`config.mk`:
```
export PLATFORM = sky130hd
export DESIGN_NAME = uirq_resolver
export DESIGN_NICKNAME = d
export VERILOG_FILES = /design/src/rtl/uirq_pkg.sv /design/src/rtl/uirq_enable_reg.sv /design/src/rtl/uirq_txe_flag.sv /design/src/rtl/uirq_rx_gate.sv /design/src/rtl/uirq_prio.sv /design/src/rtl/uirq_resolver.sv
export SDC_FILE = /design/constraint.sdc
export NUM_CORES = 1
export LEC_CHECK = 0
export ABC_AREA = 1
export BUFFER_PORTS_ARGS = -buffer_cell sky130_fd_sc_hd__buf_2
export CORE_UTILIZATION = 35
export CTS_BUF_LIST = sky130_fd_sc_hd__clkbuf_2
export DETAILED_ROUTE_END_ITERATION = 8
export GPL_TIMING_DRIVEN = 1
export PLACE_DENSITY = 0.81
export SKIP_CTS_REPAIR_TIMING = 1
export SKIP_LAST_GASP = 1
export SYNTH_ARGS = -nofsm -noshare
export SYNTH_HDL_FRONTEND = slang
export SYNTH_SLANG_ARGS = --single-unit
```
`constraint.sdc`:
```
create_clock -name clk -period 1.6 [get_ports clk]
set_input_delay 0.32 -clock clk [delete_from_list [all_inputs] [get_ports clk]]
set_output_delay 0.32 -clock clk [all_outputs]
set_load 0.05 [all_outputs]
```
`src/rtl/uirq_pkg.sv`:
```
package uirq_pkg;

  typedef enum logic [3:0] {
    ID_MODEM  = 4'h0,
    ID_NONE   = 4'h1,
    ID_TXE    = 4'h2,
    ID_RXDATA = 4'h4,
    ID_LINE   = 4'h6,
    ID_TMO    = 4'hC
  } id_code_e;

  // cause index, 0 = highest precedence
  localparam int C_LINE  = 0;
  localparam int C_TMO   = 1;
  localparam int C_RXD   = 2;
  localparam int C_TXE   = 3;
  localparam int C_MODEM = 4;
  localparam int NCAUSE  = 5;

  function automatic id_code_e cause_code(input int idx);
    case (idx)
      C_LINE:  return ID_LINE;
      C_TMO:   return ID_TMO;
      C_RXD:   return ID_RXDATA;
      C_TXE:   return ID_TXE;
      default: return ID_MODEM;
    endcase
  endfunction

endpackage

```
`src/rtl/uirq_enable_reg.sv`:
```
module uirq_enable_reg #(
  parameter int DATA_W = 8,
  parameter int EN_W   = 4
) (
  input  logic              clk,
  input  logic              rst,
  input  logic              wr,
  input  logic [DATA_W-1:0] wdata,
  output logic [EN_W-1:0]   en_q,
  output logic [DATA_W-1:0] rdata
);
  localparam logic [DATA_W-1:0] LOW_MASK = {{(DATA_W-EN_W){1'b0}}, {EN_W{1'b1}}};

  always_ff @(posedge clk) begin
    if (rst)     en_q <= '0;
    else if (wr) en_q <= wdata[EN_W-1:0];
  end

  assign rdata = {{(DATA_W-EN_W){1'b0}}, en_q};

  a_r8_low_bits_only: assert property (@(posedge clk) disable iff (rst)
    wr |=> rdata == ($past(wdata) & LOW_MASK));

endmodule

```
`src/rtl/uirq_txe_flag.sv`:
```
module uirq_txe_flag (
  input  logic clk,
  input  logic rst,
  input  logic thr_load,
  input  logic txe_set,
  input  logic en_wr,
  input  logic thr_empty,
  input  logic id_rd,
  output logic pend
);
  logic set_req;
  assign set_req = txe_set | (en_wr & thr_empty);

  always_ff @(posedge clk) begin
    if (rst)           pend <= 1'b0;
    else if (thr_load) pend <= 1'b0;
    else if (set_req)  pend <= 1'b1;
    else if (id_rd)    pend <= 1'b0;
  end

  a_r6_read_clears: assert property (@(posedge clk) disable iff (rst)
    (id_rd && !thr_load && !txe_set && !(en_wr && thr_empty)) |=> !pend);

  a_r7_set_wins: assert property (@(posedge clk) disable iff (rst)
    (!thr_load && (txe_set || (en_wr && thr_empty))) |=> pend);

  a_r7_load_clears: assert property (@(posedge clk) disable iff (rst)
    thr_load |=> !pend);

endmodule

```
`src/rtl/uirq_rx_gate.sv`:
```
module uirq_rx_gate #(
  parameter int CNT_W = 5
) (
  input  logic             fifo_on,
  input  logic             rx_ready,
  input  logic [CNT_W-1:0] rx_count,
  input  logic [CNT_W-1:0] rx_trig,
  output logic             rx_req
);
  logic at_level;
  assign at_level = (rx_count >= rx_trig);
  assign rx_req   = rx_ready & (~fifo_on | at_level);
endmodule

```
`src/rtl/uirq_prio.sv`:
```
module uirq_prio
  import uirq_pkg::*;
#(
  parameter int NC = NCAUSE
) (
  input  logic [NC-1:0] req,
  output id_code_e      code,
  output logic          any
);
  always_comb begin
    code = ID_NONE;
    for (int i = NC-1; i >= 0; i--) begin
      if (req[i]) code = cause_code(i);
    end
  end

  assign any = |req;
endmodule

```
`src/rtl/uirq_resolver.sv`:
```
module uirq_resolver
  import uirq_pkg::*;
#(
  parameter int DATA_W = 8,
  parameter int EN_W   = 4,
  parameter int FIFO_D = 16,
  parameter int CNT_W  = $clog2(FIFO_D + 1)
) (
  input  logic              clk,
  input  logic              rst,
  input  logic              en_wr,
  input  logic [DATA_W-1:0] en_wdata,
  output logic [DATA_W-1:0] en_rdata,
  input  logic              id_rd,
  input  logic              thr_empty,
  input  logic              thr_load,
  input  logic              txe_set,
  input  logic              fifo_on,
  input  logic [3:0]        line_err,
  input  logic              rx_tmo,
  input  logic              rx_ready,
  input  logic [CNT_W-1:0]  rx_count,
  input  logic [CNT_W-1:0]  rx_trig,
  input  logic [3:0]        msr_delta,
  output logic [DATA_W-1:0] id_byte,
  output logic              irq
);
  localparam int EB_RX    = 0;
  localparam int EB_TX    = 1;
  localparam int EB_LINE  = 2;
  localparam int EB_MODEM = 3;

  logic [EN_W-1:0]   en_q;
  logic              txe_pend;
  logic              rx_req;
  logic [NCAUSE-1:0] req;
  id_code_e          code;
  logic              any;

  uirq_enable_reg #(.DATA_W(DATA_W), .EN_W(EN_W)) u_en (
    .clk(clk), .rst(rst), .wr(en_wr), .wdata(en_wdata),
    .en_q(en_q), .rdata(en_rdata));

  uirq_txe_flag u_txe (
    .clk(clk), .rst(rst), .thr_load(thr_load), .txe_set(txe_set),
    .en_wr(en_wr), .thr_empty(thr_empty), .id_rd(id_rd), .pend(txe_pend));

  uirq_rx_gate #(.CNT_W(CNT_W)) u_rx (
    .fifo_on(fifo_on), .rx_ready(rx_ready), .rx_count(rx_count),
    .rx_trig(rx_trig), .rx_req(rx_req));

  assign req[C_LINE]  = en_q[EB_LINE]  & (|line_err);
  assign req[C_TMO]   = en_q[EB_RX]    & rx_tmo;
  assign req[C_RXD]   = en_q[EB_RX]    & rx_req;
  assign req[C_TXE]   = en_q[EB_TX]    & txe_pend;
  assign req[C_MODEM] = en_q[EB_MODEM] & (|msr_delta);

  uirq_prio #(.NC(NCAUSE)) u_prio (.req(req), .code(code), .any(any));

  assign id_byte = {{2{fifo_on}}, {(DATA_W-6){1'b0}}, code};
  assign irq     = any;

  a_r1_line_first: assert property (@(posedge clk) disable iff (rst)
    (en_rdata[2] && |line_err) |-> id_byte[3:0] == 4'h6);

  a_r4_rx_enable_gates: assert property (@(posedge clk) disable iff (rst)
    !en_rdata[0] |-> (id_byte[3:0] != 4'hC && id_byte[3:0] != 4'h4));

  a_r5_below_trigger: assert property (@(posedge clk) disable iff (rst)
    (fifo_on && rx_count < rx_trig && !rx_tmo) |-> id_byte[3:0] != 4'h4);

  a_r9_upper_bits: assert property (@(posedge clk) disable iff (rst)
    id_byte[7:4] == (fifo_on ? 4'hC : 4'h0));

  a_r10_line_matches_id: assert property (@(posedge clk) disable iff (rst)
    irq == (id_byte[3:0] != 4'h1));

endmodule

```
==> run metrics, run 1 <==
Finished Layout Cells=140; area leader, netlist=nand2_1; antenna violations before repair=0; Most used DFF post-synth=dfxtp_1; clk buf depth=2; Startpoint Class=input pin; vias per cell=4.40; max cap viols=0; I/O Pins=53; post-synthesis register bit count=5; worst hold-check path type=in2reg; DR iter-0 viols=7; number of flops mapped to enable cells by yosys=0; initial core utilization=38.1%; Mapped Cells=82; unrepaired setup endpoints after global routing=true; largest net degree at the start of global routing=7; final total power=0.000547 W; Num CTS Buffers=3; worst r2r path cells=2; DRC violations left=0; clock skew=0 ns; RePlAce Congestion=0.702; Post-Syn Area=495 um2; Post-DRT Antenna Nets=0; Die X=39.6 um; Synth area leaders=nand2_1 (20%), dfxtp_1 (20%), ha_1 (13%); combined flip-flop and latch cell area=103 um2; required time of the critical path=1.28 ns; routed vias=616; 1st-pass router iterations=2; power density over the cells=619 mW/mm2; core area=0.00130 mm2; Die H=39.6 um; count leader, synth=nand2_1; layout cell share with drive strength beyond 1=58.4%; GR Util met1=17.0%; Peak VDD IR=0.447 mV; die area=0.00157 mm2; Worst Slack Setup Final=-0.0732 ns; total gr overflow=0; worst skew pair latency=0.22 ns; area share of the largest cell type after synthesis=20.5%; vias in the first global route=458; setup violators final=4; Rows=13; crit path DAT=1.35 ns; footprint of the multi-input gates=390 um2; Post-DP HPWL=1080 um; wire length per cell=8.89 um; cell chosen for the clock root=clkbuf_2; ys async rst share=0%; CTS sink count=5; crit-path max FO=3; met3 GRT Util=5.11%; Synth cell types=15; Placed Cells=136; worst hold path depth=2; Mapped Avg Cell Area=6.04 um2; Layout area overhead=78.3%; period utilization=105%; fin nets=167; final hold vios=0; Achievable Freq=0.598 GHz; sequential fraction of the synthesis area=20.2%; Top Usage Layer GRT=met2; n_diodes=0; # H-tree levels=1; layout filler cell count=125; failing checks=setup timing; Clock Pin Slew Worst Setup and Hold Paths=0.06 ns; most instantiated cells after synthesis=nand2_1 (27), inv_1 (14), buf_4 (8), nor2_1 (8); status=complete, but fails checks; Setup CP Type=in2out; global-route wire length before repair=1680 um; CTS tree=built; Max Slew Vio Count=0; wirelength, routed=1240 um; grt met2 use=29.5%; port bufs=42; leakage=0.496 nW; Yosys warning total=0; Final min period=1.67 ns; GRT Total Usage=16.1%; Crit. End Element=primary output
## critical path, cell delays in order
cell and delay [ns]:
buf_8 0.09, inv_12 0.03, ha_4 0.26, nand2_2 0.05, nor2_2 0.09, nand2_1 0.05, nand3_1 0.09, nand2_2 0.09
nand2_4 0.09, nor2_4 0.04, buf_8 0.14
## metal layers
metal / vias up / share of wire [%]
met3: 3 / 7.2
met1: 267 / 34
met4: 0 / 0.64
met5: - / 0
met2: 27 / 58
li1: 319 / -
## stage by stage
step	hold slack, ns	area, um2	setup TNS [ns]	utilization (%)	setup WS [ns]
after global placement	0.457	778	-0.776	59.8	-0.219
after global routing	0.243	883	-0.496	67.9	-0.136
after CTS	0.264	798	-0.918	61.3	-0.261
after detailed placement	0.461	778	-0.906	59.8	-0.260
after floorplan	0.382	609	-0.0998	-	-0.0673
final	0.264	883	-0.246	67.9	-0.0732
## cell usage in the layout, fill, tap and decap left out, types with 2 or more instances in the layout
master	instances
a21oi_1	5
buf_8	2
nor2_1	5
dfxtp_2	2
inv_1	8
buf_6	6
nor2_2	3
dfxtp_1	3
clkbuf_2	4
buf_2	33
inv_4	2
nor2_4	2
nand2_1	22
inv_2	3
conb_1	6
ha_4	5
nand2_2	7
## flip-flops by register name, summed over array words and instances, names as in the netlist
name,cells
u_en.en_q,4
u_txe.pend,1
## worst paths after layout
path	slack [ns]	end	from
hold reg to reg	0.47	u_en.en_q[1]	u_en.en_q[1]
setup reg to reg	0.87	u_txe.pend	u_txe.pend
hold / removal	0.26	u_txe.pend	thr_load
setup / recovery	-0.07	id_byte[0]	rx_trig[4]
## power by group
group          leakage [nW]  switching (W)  internal, W  total (W)
logic                 0.437       0.000180     0.000107   0.000287
clock network        0.0166      0.0000555    0.0000662   0.000122
registers            0.0420     0.00000578     0.000132   0.000138
## layout make-up
| class | count | share of cell area, % |
|---|---|---|
| tap | 15 | 2.12 |
| clock buffer | 4 | 2.27 |
| timing repair buffer | 42 | 30.6 |
| sequential | 5 | 11.6 |
| multi-input combinational | 59 | 44.2 |
| inverter | 15 | 9.21 |
## logic make-up after synthesis
kind of cell               share of synthesized area (%)
DFF                                                 20.2
and+or+nand+nor                                     36.4
AOI/OAI and AO/OA                                   6.57
buffers and inverters                               23.5
other                                              0.757
adders and majority gates                           12.6
Note: power is estimated with default switching activity, not from simulation.
==> inputs of run 2 (changes only) <==
Settings changed: REMOVE_ABC_BUFFERS set to 1.
==> run 2 against run 1 <==
Net effect: the run still ends with setup timing left; routed wire length fell by 0.48%; combinational power decreased by 5%; global-route usage fell by 0.82 points; fmax decreased by 1.4%; sequential power hardly changed; clock-buffer cell count did not move; sequential share of layout area grew 0.54 points; critical path depth is the same; non-clock buffer count is the same.
==> run metrics, run 2 (synthesis results as in run 1) <==
routed vias=600; clk buf depth=2; DRC violations left=0; Worst Slack Setup Final=-0.0978 ns; Finished Layout Cells=140; footprint of the multi-input gates=375 um2; Slowest cell on crit path=ha_4; area of placed instances=683 um2; final hold vios=0; wire length per cell=8.84 um; Largest regs=u_en.en_q x4, u_txe.pend x1; Num CTS Buffers=3; clock skew=0 ns; Buf+Inv Stages, Crit Path=4; Top Usage Layer GRT=met2; required time of the critical path=1.28 ns; die area=0.00157 mm2; leakage=0.486 nW; Rows=13; period utilization=106%; layout cell share with drive strength beyond 1=53.6%; # H-tree levels=1; vias per cell=4.29; Startpoint Class=input pin; Cell Chain, Critical Path=buf_6, inv_4, ha_4, nand2_2, inv_1, nor2_1, nand3_1, nand2_2, nand2_2, nor2_2, buf_6; layout filler cell count=133; Post-DP HPWL=880 um; Slowest Stage Delay on Critical Path=0.21 ns; GRT Total Usage=15.3%; CTS sink count=5; met3 GRT Util=2.84%; largest register by flop count=u_en.en_q; combined flip-flop and latch cell area=100 um2; antenna violations before repair=0; fin nets=167; initial core utilization=38.1%; Achievable Freq=0.589 GHz; wirelength, routed=1240 um; GR Util met1=12.2%; total gr overflow=0; Placed Cells=136; largest net degree at the start of global routing=7; CP top delay family=simple AND/OR/NAND/NOR gates; Post-DRT Antenna Nets=0; final std cell area, no fill=823 um2; most frequent cells in the layout=buf_2 (35), nand2_1 (24), inv_1 (8); Crit. End Element=primary output; global-route wire length before repair=1630 um; Final min period=1.70 ns; crit path DAT=1.38 ns; crit-path max FO=3; CTS tree=built; cell chosen for the clock root=clkbuf_2; Setup CP Type=in2out; worst skew pair latency=0.22 ns; port bufs=42; most common cell after layout, fill and taps aside=buf_2; n_diodes=0; Peak VDD IR=0.382 mV; power density over the cells=642 mW/mm2; Clock Pin Slew Worst Setup and Hold Paths=0.05 ns; worst hold-check path type=in2reg; unrepaired setup endpoints after global routing=true; Max Slew Vio Count=0; vias in the first global route=499; I/O Pins=53; 1st-pass router iterations=2; status=complete, but fails checks; setup violators final=4; failing checks=setup timing; DR iter-0 viols=2; max reg flops=4; Die X=39.6 um; Layout area overhead=66.2%; max cap viols=0; RePlAce Congestion=0.708; core area=0.00130 mm2; Die H=39.6 um; most used cell, CP=nand2_2; grt met2 use=31.6%
[run 2: changes by cell type in the layout (fill, tap and decap cells not counted), moves of 2 or more]
cell / delta
buf_2: +2
buf_8: -2
dfxtp_1: +2
dfxtp_2: -2
inv_2: +3
nand2_1: +2
nand2_2: -2
nor2_1: +2
[run 2: final timing paths]
path                              startpoint           end  slack [ns]  depth (start not counted)
worst max register to register    u_txe.pend    u_txe.pend        0.91                          2
worst max-delay path              rx_trig[4]    id_byte[0]        -0.1                         11
worst min register to register  u_en.en_q[3]  u_en.en_q[3]        0.47                          2
worst min-delay path                thr_load    u_txe.pend        0.26                          2
[run 2: layout make-up]
| type | count | share of cell area (%) |
|---|---|---|
| Timing Repair Buffer | 42 | 30.4 |
| Inverter | 15 | 7.14 |
| Tap cell | 15 | 2.28 |
| Sequential cell | 5 | 12.2 |
| Clock buffer | 4 | 2.43 |
| Multi-Input combinational cell | 59 | 45.6 |
[run 2: routing by layer]
metal	part of all wire, %	routed length (um)
met2	57	706
met3	8.2	102
met5	0	0
met4	0	0
met1	35	429
[run 2: metrics by stage]
step / util (%) / power, W / setup slack (ns) / TNS, ns / hold slack [ns]
final: 63.3 / 0.000529 / -0.0978 / -0.251 / 0.264
after global routing: 63.3 / 0.000560 / -0.176 / -0.562 / 0.269
after CTS: 54.0 / 0.000485 / -0.206 / -0.656 / 0.249
after detailed placement: 52.5 / 0.000362 / -0.201 / -0.649 / 0.468
after global placement: 52.5 / 0.000359 / -0.185 / -0.546 / 0.466
after floorplan: - / 0.000286 / -0.338 / -0.635 / 0.389
[run 2: worst register-to-register path, cell delays in order (launching register included)]
cell and delay, ns:
dfxtp_1 0.34, nand2_1 0.06, a211oi_1 0.21
[run 2: power by group]
group	total, W	internal, W	switching, W	leakage (nW)
registers	0.000137	0.000132	0.00000513	0.0412
clock network	0.000117	0.0000661	0.0000513	0.0166
logic	0.000274	0.000100	0.000174	0.429
